### src/rtl/xbus_pkg.sv
package xbus_pkg;
  typedef enum logic [1:0] {
    PH_IDLE = 2'd0,
    PH_ADDR = 2'd1,
    PH_DATA = 2'd2
  } phase_t;
endpackage

### src/rtl/xbus_stretch_reg.sv
module xbus_stretch_reg #(
  parameter int STRETCH_W = 2
) (
  input  logic                 clk,
  input  logic                 rst,
  input  logic                 we,
  input  logic [STRETCH_W-1:0] wval,
  output logic [STRETCH_W-1:0] stretch
);
  always_ff @(posedge clk) begin
    if (rst) stretch <= '0;
    else if (we) stretch <= wval;
  end
endmodule

### src/rtl/xbus_seq.sv
module xbus_seq
  import xbus_pkg::*;
#(
  parameter int ADDR_W    = 16,
  parameter int DATA_W    = 16,
  parameter int STRETCH_W = 2
) (
  input  logic                 clk,
  input  logic                 rst,
  input  logic [STRETCH_W-1:0] stretch_cfg,
  input  logic                 req_valid,
  input  logic [ADDR_W-1:0]    req_addr,
  input  logic                 req_rnw,
  input  logic [DATA_W-1:0]    req_wdata,
  input  logic                 req_cs_hit,
  output logic [ADDR_W-1:0]    addr_q,
  output logic [DATA_W-1:0]    wdata_q,
  output logic                 oe_q,
  output logic                 rnw_q,
  output logic                 cs_q,
  output logic                 e_q,
  output logic                 stall_q,
  output logic                 busy,
  output logic                 last_edge
);
  phase_t               phase;
  logic [STRETCH_W-1:0] remain;

  assign busy      = (phase != PH_IDLE);
  assign last_edge = (phase == PH_DATA) && (remain == '0);

  always_ff @(posedge clk) begin
    if (rst) begin
      phase   <= PH_IDLE;
      remain  <= '0;
      addr_q  <= '0;
      wdata_q <= '0;
      oe_q    <= 1'b0;
      rnw_q   <= 1'b1;
      cs_q    <= 1'b0;
      e_q     <= 1'b0;
      stall_q <= 1'b0;
    end else begin
      case (phase)
        PH_IDLE: begin
          if (req_valid) begin
            phase   <= PH_ADDR;
            remain  <= stretch_cfg;
            addr_q  <= req_addr;
            wdata_q <= req_wdata;
            rnw_q   <= req_rnw;
            cs_q    <= req_cs_hit;
          end
        end
        PH_ADDR: begin
          phase <= PH_DATA;
          e_q   <= 1'b1;
          oe_q  <= ~rnw_q;
        end
        PH_DATA: begin
          if (remain == '0) begin
            phase   <= PH_IDLE;
            e_q     <= 1'b0;
            oe_q    <= 1'b0;
            cs_q    <= 1'b0;
            rnw_q   <= 1'b1;
            stall_q <= 1'b0;
          end else begin
            remain  <= remain - 1'b1;
            stall_q <= 1'b1;
          end
        end
        default: phase <= PH_IDLE;
      endcase
    end
  end
endmodule

### src/rtl/xbus_rd_capture.sv
module xbus_rd_capture #(
  parameter int DATA_W = 16
) (
  input  logic              clk,
  input  logic              rst,
  input  logic              fall_now,
  input  logic              is_read,
  input  logic [DATA_W-1:0] din,
  output logic [DATA_W-1:0] rdata,
  output logic              done
);
  always_ff @(posedge clk) begin
    if (rst) begin
      rdata <= '0;
      done  <= 1'b0;
    end else begin
      done <= fall_now;
      if (fall_now && is_read) rdata <= din;
    end
  end
endmodule

### src/rtl/xbus_timebase.sv
module xbus_timebase #(
  parameter int TICK_DIV = 4
) (
  input  logic clk,
  input  logic rst,
  output logic tick
);
  localparam int CW = (TICK_DIV > 1) ? $clog2(TICK_DIV) : 1;

  generate
    if (TICK_DIV <= 1) begin : g_every
      always_ff @(posedge clk) begin
        if (rst) tick <= 1'b0;
        else tick <= 1'b1;
      end
    end else begin : g_div
      logic [CW-1:0] cnt;
      always_ff @(posedge clk) begin
        if (rst) begin
          cnt  <= '0;
          tick <= 1'b0;
        end else begin
          tick <= (cnt == CW'(TICK_DIV - 1));
          cnt  <= (cnt == CW'(TICK_DIV - 1)) ? '0 : cnt + 1'b1;
        end
      end
    end
  endgenerate
endmodule

### src/rtl/xbus_stretch_ctrl.sv
module xbus_stretch_ctrl #(
  parameter int ADDR_W    = 16,
  parameter int DATA_W    = 16,
  parameter int STRETCH_W = 2,
  parameter int TICK_DIV  = 4
) (
  input  logic                 clk,
  input  logic                 rst,
  input  logic                 cfg_we,
  input  logic [STRETCH_W-1:0] cfg_stretch,
  input  logic                 req_valid,
  input  logic [ADDR_W-1:0]    req_addr,
  input  logic                 req_rnw,
  input  logic [DATA_W-1:0]    req_wdata,
  input  logic                 req_cs_hit,
  input  logic [DATA_W-1:0]    ext_din,
  output logic [ADDR_W-1:0]    ext_addr,
  output logic [DATA_W-1:0]    ext_wdata,
  output logic                 ext_data_oe,
  output logic                 ext_rnw,
  output logic                 ext_cs,
  output logic                 ext_e,
  output logic [DATA_W-1:0]    rd_data,
  output logic                 rd_done,
  output logic                 cpu_stall,
  output logic                 ref_tick
);
  logic [STRETCH_W-1:0] stretch_now;
  logic                 busy;
  logic                 last_edge;

  xbus_stretch_reg #(.STRETCH_W(STRETCH_W)) u_cfg (
    .clk(clk), .rst(rst), .we(cfg_we), .wval(cfg_stretch), .stretch(stretch_now)
  );

  xbus_seq #(.ADDR_W(ADDR_W), .DATA_W(DATA_W), .STRETCH_W(STRETCH_W)) u_seq (
    .clk(clk), .rst(rst), .stretch_cfg(stretch_now),
    .req_valid(req_valid), .req_addr(req_addr), .req_rnw(req_rnw),
    .req_wdata(req_wdata), .req_cs_hit(req_cs_hit),
    .addr_q(ext_addr), .wdata_q(ext_wdata), .oe_q(ext_data_oe),
    .rnw_q(ext_rnw), .cs_q(ext_cs), .e_q(ext_e), .stall_q(cpu_stall),
    .busy(busy), .last_edge(last_edge)
  );

  xbus_rd_capture #(.DATA_W(DATA_W)) u_cap (
    .clk(clk), .rst(rst), .fall_now(last_edge), .is_read(ext_rnw),
    .din(ext_din), .rdata(rd_data), .done(rd_done)
  );

  xbus_timebase #(.TICK_DIV(TICK_DIV)) u_tb (
    .clk(clk), .rst(rst), .tick(ref_tick)
  );
endmodule

### config.mk
export PLATFORM = sky130hd
export DESIGN_NAME = xbus_stretch_ctrl
export DESIGN_NICKNAME = d
export VERILOG_FILES = /design/src/rtl/xbus_pkg.sv /design/src/rtl/xbus_stretch_reg.sv /design/src/rtl/xbus_seq.sv /design/src/rtl/xbus_rd_capture.sv /design/src/rtl/xbus_timebase.sv /design/src/rtl/xbus_stretch_ctrl.sv
export SDC_FILE = /design/constraint.sdc
export NUM_CORES = 1
export LEC_CHECK = 0
export ABC_AREA = 1
export CAP_MARGIN = 20
export CORE_ASPECT_RATIO = 0.9
export CORE_MARGIN = 4
export CORE_UTILIZATION = 25
export CTS_CLUSTER_SIZE = 14
export DETAILED_ROUTE_END_ITERATION = 10
export GPL_ROUTABILITY_DRIVEN = 0
export PLACE_DENSITY = 0.62
export SLEW_MARGIN = 40
export SYNTH_ARGS = -nofsm -noshare
export SYNTH_HDL_FRONTEND = slang
export SYNTH_SLANG_ARGS = --single-unit
### constraint.sdc
create_clock -name clk -period 1.22 [get_ports clk]
set_clock_uncertainty 0.15 [all_clocks]
set_input_delay 0.366 -clock clk [delete_from_list [all_inputs] [get_ports clk]]
set_output_delay 0.366 -clock clk [all_outputs]
set_load 0.005 [all_outputs]
### Word-level counts from Yosys, hierarchy flattened

Cells that the tools add are included.

* bits in registers: 63
* output and inout bits: 55
* logic and storage cells: 50
* bits of input ports: 56

* mux-type cells: 15
* reduce and logical (&&, ||, !) cells: 12
* add/subtract/negate cells: 2
* equal/unequal tests: 6
* bitwise logic cells: 1

Operators with widths (number)
* $mux W2: 4
* $pmux W1 S2: 4
* $ne A2 B2 Y1 const B: 3
* $pmux W2 S3: 1
* $reduce_and A2 Y1: 3
* $reduce_and A3 Y1: 2
* $mux W1: 5
* $eq A2 B2 Y1 const B: 2
* $logic_not A2 Y1: 2
* $pmux W2 S2: 1
* $reduce_bool A2 Y1: 2
* $add A2 B1 Y2 const B: 1
* $eq A2 B1 Y1 const B: 1
* $logic_and A1 B1 Y1: 2
* $reduce_or A2 Y1: 1
* $sub A2 B1 Y2 const B: 1
* $not A1 Y1: 1

### Logic depth before layout (Yosys ltp)

Gate-level depths: netlist (run 1).

* depth in word-level cells: 3
* depth in mapped cells: 8
* depth with buffers taken out: 7

### By module

Synthesis (run 1) repeated with hierarchy kept, for this count alone.

* cell total of the unflattened synthesis: 334
* area total of the unflattened synthesis: 2472.4 µm²

Modules (own cells, without submodules)
* xbus_seq: sequential area each 820.8 µm², area an instance 1589.0 µm², instances 1, cells each 205
* xbus_rd_capture: sequential area each 340.3 µm², area an instance 703.2 µm², instances 1, cells each 105
* xbus_timebase: sequential area each 60.1 µm², area an instance 98.8 µm², instances 1, cells each 11
* xbus_stretch_reg: sequential area each 40.0 µm², area an instance 81.3 µm², instances 1, cells each 13

### Worst setup path after synthesis (run 1)

No wires, ideal clock.

* path type: input port to flip-flop
* start point: input rst
* end point: register u_seq.addr_q[10]
* slack: -0.069 ns
* stages: 5
* path buffers: 2
* library setup time: 0.116 ns
* required time: 0.954 ns
* data arrival time: 1.023 ns
* cells stage by stage: buf_2 clkinv_1 clkbuf_1 o21ai_0 nor2_1

RTL lines
* start: declaration: RTL line xbus_stretch_ctrl.sv:8 `input logic rst,`
* end signal: assignment: RTL line xbus_seq.sv:49 `addr_q <= req_addr;`
* end: declaration: RTL line xbus_seq.sv:16 `output logic [ADDR_W-1:0] addr_q,`

### Worst setup path in the final report (run 1)

* start point: register u_seq.wdata_q[7]
* end point: output ext_wdata[7]

RTL lines
* start: declaration: RTL line xbus_seq.sv:17 `output logic [DATA_W-1:0] wdata_q,`
* start signal: assignment: RTL line xbus_seq.sv:50 `wdata_q <= req_wdata;`
* end: declaration: RTL line xbus_stretch_ctrl.sv:18 `output logic [DATA_W-1:0] ext_wdata,`

No word-level cell between the ends.

==> results of run 1 <==
sequential cells by signal, summed over array words and instances (netlist names), 2 cells and up:
name,cells
u_tb.g_div.cnt,2
u_seq.wdata_q,16
u_cfg.stretch,2
u_seq.phase,2
u_seq.remain,2
u_cap.rdata,16
u_seq.addr_q,16
stage by stage:
step | setup WS, ps | instances | cell area, sq um | total power, mW | util
after detailed placement | -500 | 557 | 3760 | 3.34 | 0.405
after global placement | -458 | 557 | 3760 | 3.32 | 0.405
after global routing | -160 | 583 | 4310 | 5.99 | 0.464
after CTS | -115 | 576 | 4040 | 5.62 | 0.435
final | -81.7 | 583 | 4310 | 5.69 | 0.464
after floorplan | -17.0 | 324 | 2460 | 2.77 | -
power by group:
group	total [mW]	internal, mW	switching [mW]
sequential	2.34	2.24	0.0977
combinational	1.13	0.651	0.476
clock	2.22	1.36	0.859
cell usage in the layout (no fill, tap or decap), types with 2 or more instances in the layout:
master,instances
nor2_1,106
dfxtp_2,57
clkdlybuf4s50_1,53
nand2_1,46
buf_6,40
inv_1,22
o21ai_1,20
buf_2,17
buf_4,15
o21ai_2,12
clkbuf_8,9
nand3_1,8
dfxtp_1,6
nand2_2,5
buf_12,5
a21oi_1,4
inv_2,3
o21ai_0,3
bufinv_16,3
clkbuf_16,3
clkinv_2,2
inv_6,2
logic make-up after synthesis:
group	count (synthesis)	synth area share
simple gates	174	0.287
flops	63	0.520
buf+inv	44	0.0950
compound gates	40	0.0826
fa+ha+maj	3	0.0155
metal layers:
layer	share of wire	GRT usage	up-vias
met5	0	0	-
met4	0.0069	0.0309	0
met3	0.064	0.0484	5
met2	0.50	0.214	64
met1	0.43	0.143	1130
li1	-	-	1261
synthesized netlist by cell type, types with 3 or more instances:
| cell | number | area share |
|---|---|---|
| buf_2 | 6 | 0.012 |
| o21ai_1 | 7 | 0.014 |
| buf_6 | 7 | 0.033 |
| nand2_1 | 51 | 0.079 |
| o21ai_0 | 28 | 0.058 |
| a21oi_1 | 5 | 0.010 |
| dfxtp_1 | 63 | 0.52 |
| clkbuf_1 | 4 | 0.0062 |
| nor2_1 | 107 | 0.17 |
| inv_1 | 24 | 0.037 |
| ha_1 | 3 | 0.015 |
| nand3_1 | 9 | 0.019 |
cell type report:
| type | count | share of cell area |
|---|---|---|
| Clock inverter | 7 | 0.0278 |
| Sequential cell | 63 | 0.309 |
| Clock buffer | 9 | 0.0287 |
| Multi-Input combinational cell | 217 | 0.241 |
| Timing Repair Buffer | 136 | 0.325 |
| Timing Repair inverter | 2 | 0.00580 |
| Tap cell | 122 | 0.0354 |
| Inverter | 27 | 0.0276 |
worst max path at each step:
stage | startpoint | end | slack (ps) | cells after the start
floorplan | rst | u_cfg.stretch[0] | -20 | 5
global placement | req_valid | u_seq.addr_q[9] | -460 | 6
detailed placement | req_valid | u_seq.wdata_q[2] | -500 | 6
CTS | u_seq.addr_q[8] | ext_addr[8] | -120 | 1
global route | u_seq.phase[0] | u_seq.addr_q[10] | -160 | 6
finish | u_seq.wdata_q[7] | ext_wdata[7] | -80 | 1
repair_timing:
| action | in CTS | in global routing |
|---|---|---|
| hold endpoints to repair | 0 | 0 |
| setup buffers | 1 | 2 |
| resized for setup | 326 | 36 |
| endpoints found under the setup margin | 107 | 112 |
| pin swaps | 12 | 3 |
| gates cloned | 2 | 5 |
==> metrics.yaml, run 1 <==
rrSetupSlack_ps: -70
via_count: 2460
htreeDepth: 3
synth_fp_nets: 383
die_h_microns: 101
fillers: 899
ys.warnings.count: 0
finalCritPeriodShare: 1.07
nNetsFinal: 515
max-cap-violations: 0
avgSynthCellArea_sq_um: 7.48
core-area_sq_um: 9290
slew_headroom: 0.858
dieArea_sq_um: 11300
drtPass1Iterations: 4
synthCells: 324
wl_per_cell_microns: 12.6
power_leakage_nw: 1.99
arrival_ps: 790
critical_path_class: "register to output port"
whs_path_depth: 3
rsz0062_at_grt: "yes"
min_to: "u_seq.phase[1]"
register_area_sq_um: 1330
ctsHoldBuffers: 0
min_period_ps: 1300
drive_above_1_share: 0.403
path_delay_family: "flip-flops"
cts_num_sinks: 63
rr_worst_depth: 6
dpl.hpwl_microns: 5000
ys_types: 22
clockBufferDepth: 2
cts_tree: "built"
hold_viol_final: 0
die_w_microns: 112
worst-path-buf-inv: 1
end_kind: "output port"
yosysSeqAreaShare: 0.520
p_per_area_nw_per_um2: 1320
async_flop_share: 0
track_usage: 0.123
required_ps: 700
rows: 33
path_max_fanout: 2
clock_latency_ps: 330
clk_pin_slew_ps: 80
setup_ws_ps: -81.7
cts_buffers: 9
area.growth.synth_to_final_pct: 78.0
crit_chain: "buf_2"
grt_pass1_vias: 2323
slowest_delay_ps: 330
setup_viol: 104
status: "finished with violations"
grt_antenna_before_repair: 0
diodes: 0
r2r-end: "u_seq.wdata_q[7]"
grt.overflow.total: 0
holdWs_ps: 267
drt_iter0_markers: 58
startpoint_type: "register"
ys_seq_elements: 63
start_util: 0.261
grt_pass1_wl_microns: 11200
drcViolationCount: 0
vias_per_cell: 4.22
reg2reg_from: "u_seq.phase[0]"
max-vdd-ir-drop_mv: 0.692
synth_area_sq_um: 2420
worst_pin_slew_ps: 213
cpMaxStageDelayCell: "dfxtp_2"
synth_ff_type: "dfxtp_1"
antenna_left: 0
routed_wl_microns: 7360
min-delay-start: "rst"
grt_start_max_net_pins: 36
final.setup.tns_ps: -5260
root_buffer: "clkbuf_8"
synth_edf_count: 0
violations: "negative setup slack"
multi_input_area_sq_um: 1040
min_path_type: "input pin to register"
max_freq_mhz: 768
port_buffers: 110
drv_slew: 0
boundaryPins: 111
Note: power is estimated with default switching activity, not from simulation.
==> inputs of run 2 (changes only) <==
--- a/config.mk
+++ b/config.mk
@@ -9,11 +9,12 @@
 export CAP_MARGIN = 20
 export CORE_ASPECT_RATIO = 0.9
 export CORE_MARGIN = 4
-export CORE_UTILIZATION = 25
+export CORE_UTILIZATION = 37
 export CTS_CLUSTER_SIZE = 14
 export DETAILED_ROUTE_END_ITERATION = 10
 export GPL_ROUTABILITY_DRIVEN = 0
-export PLACE_DENSITY = 0.62
+export MAX_ROUTING_LAYER = met4
+export PLACE_DENSITY = 0.83
 export SLEW_MARGIN = 40
 export SYNTH_ARGS = -nofsm -noshare
 export SYNTH_HDL_FRONTEND = slang
==> run 2 against run 1 <==
The run still ends with negative setup slack left. Flip-flop and latch count did not move. Worst hold slack improved by 25 ps. Setup slack got worse by 19 ps. Via count rose by 4.3%. Combinational power barely moved. First-iteration DRC count rose by 120%. Cell count fell by 6.5%. Total power fell by 11%. Die area fell by 30%. Core utilization rose by 21 points. Sequential share of layout area rose by 0.62 points. Critical endpoint is now u_cap.rdata[12].
==> metrics.yaml, run 2 (synthesis gave the netlist of run 1 again) <==
p_int_mw: 3.72
end_kind: "register"
boundaryPins: 111
power_leakage_nw: 1.97
cpMaxStageDelayCell: "dfxtp_1"
dr_wl_met2_microns: 4030
dpl.hpwl_microns: 4950
most-common-layout-cells: "nor2_1 (102), dfxtp_2 (55), clkdlybuf4s50_1 (53), nand2_1 (48), buf_6 (30)"
setup_ws_ps: -100
power_frac_comb: 0.227
grt_start_max_net_pins: 33
min_to: "u_tb.g_div.cnt[0]"
finalCritPeriodShare: 1.08
start_util: 0.388
area.growth.synth_to_final_pct: 74.7
multi_input_area_sq_um: 1140
slew_headroom: 0.848
min_period_ps: 1320
final_common_cell: "nor2_1"
grt_pass1_wl_microns: 11200
cts_tree: "built"
slowest_delay_ps: 310
wl_met3_microns: 356
via_count: 2565
power_mw: 5.09
htreeDepth: 3
fillers: 475
worst_pin_slew_ps: 229
grt_pass1_vias: 2357
wl_met1_microns: 3130
die_h_microns: 84.8
holdWs_ps: 291
min-delay-start: "u_tb.g_div.cnt[0]"
routed_wl_microns: 7760
rows: 27
stdcell_area_sq_um: 4230
rsz0062_at_grt: "yes"
grt.overflow.total: 0
drt_iter0_markers: 125
fin_util: 0.677
path_common_cell: "nor2_1"
whs_path_depth: 1
critical_path_class: "register to register"
drtPass1Iterations: 4
reg2reg_from: "u_seq.remain[1]"
core-area_sq_um: 6250
netSwitchingPower_mw: 1.37
crit_chain: "inv_2 -> ha_4 -> nand4_4 -> buf_12 -> nor2_1 -> nor2_1"
cts_buffers: 9
dpl_cell_area_sq_um: 3680
port_buffers: 110
clk_pin_slew_ps: 70
clockBufferDepth: 2
antenna_left: 0
wl_per_cell_microns: 14.2
hold_viol_final: 0
place_inst: 517
max-vdd-ir-drop_mv: 0.647
diodes: 0
violations: "negative setup slack"
path_max_fanout: 32
max-cap-violations: 0
arrival_ps: 1390
cts_num_sinks: 63
ctsHoldBuffers: 0
highest_layer: "met4"
worst-path-buf-inv: 2
min_path_type: "register to register"
drive_above_1_share: 0.441
required_ps: 1290
register_area_sq_um: 1330
nNetsFinal: 512
p_per_area_nw_per_um2: 1200
drcViolationCount: 0
r2r-end: "u_cap.rdata[12]"
switching_share: 0.269
p_seq_frac: 0.459
top_regs: "u_cap.rdata (16), u_seq.addr_q (16), u_seq.wdata_q (16)"
vias_per_cell: 4.71
rr_worst_depth: 6
root_buffer: "clkbuf_8"
fin_cells: 545
path_delay_family: "simple AND/OR/NAND/NOR gates"
clock_latency_ps: 320
dieArea_sq_um: 7910
drv_slew: 0
setup_viol: 106
rrSetupSlack_ps: -100
startpoint_type: "register"
max_freq_mhz: 757
die_w_microns: 93.3
p_clk_frac: 0.314
grt_antenna_before_repair: 0
status: "finished with violations"
track_usage: 0.188
[run 2: cell types whose count changed in the layout (fill, tap and decap cells not counted), sizes merged]
| cell | previous run | this run |
|---|---|---|
| clkbuf | 12 | 14 |
| buf | 78 | 76 |
| inv | 29 | 25 |
| clkinv | 3 | 6 |
| bufinv | 3 | 0 |
| bufbuf | 0 | 2 |
| dlygate4sd2 | 1 | 2 |
| dlymetal6s2s | 1 | 0 |
| clkinvlp | 1 | 0 |
[run 2: routing by layer]
metal / global-route usage / vias up
met3: 0.0376 / 19
met2: 0.312 / 78
li1: - / 1259
met4: 0.0919 / 0
met1: 0.215 / 1209
met5: - / -
[run 2: power groups by stage]
stage / sequential, mW / clock [mW] / combinational (mW)
after detailed placement: 2.34 / 0 / 0.977
after global routing: 2.35 / 1.74 / 1.25
after floorplan: 2.35 / 0 / 0.417
after CTS: 2.33 / 1.64 / 0.999
final: 2.34 / 1.60 / 1.15
after global placement: 2.33 / 0 / 0.951
[run 2: worst max path at each step]
stage	start	slack [ps]	cells after the start	endpoint
4_1_cts	u_seq.wdata_q[13]	-80	1	ext_wdata[13]
3_5_place_dp	req_valid	-480	5	u_seq.addr_q[1]
6_report	u_seq.remain[1]	-100	6	u_cap.rdata[12]
3_3_place_gp	req_valid	-420	5	u_seq.wdata_q[11]
5_1_grt	u_seq.remain[1]	-160	6	u_cap.rdata[12]
2_1_floorplan	rst	-20	5	u_cfg.stretch[0]
[run 2: stage by stage]
step	setup TNS [ps]	setup WS, ps
finish	-4740	-100
global route	-9820	-159
CTS	-4210	-80.8
detailed placement	-29230	-479
global placement	-26850	-423
floorplan	-149	-17.0
[run 2: cell type report]
| class | count | share of cell area |
|---|---|---|
| Clock buffer | 12 | 0.0367 |
| Clock inverter | 4 | 0.00473 |
| Inverter | 27 | 0.0281 |
| Multi-Input combinational cell | 217 | 0.269 |
| Sequential cell | 63 | 0.315 |
| Tap cell | 87 | 0.0257 |
| Timing Repair Buffer | 135 | 0.321 |
[run 2: what timing repair did]
action / CTS / global route
buffers inserted: 5 / 2
setup endpoints to repair: 111 / 109
gates cloned: 3 / 2
gates resized for setup: 320 / 55
pin swaps: 3 / 3
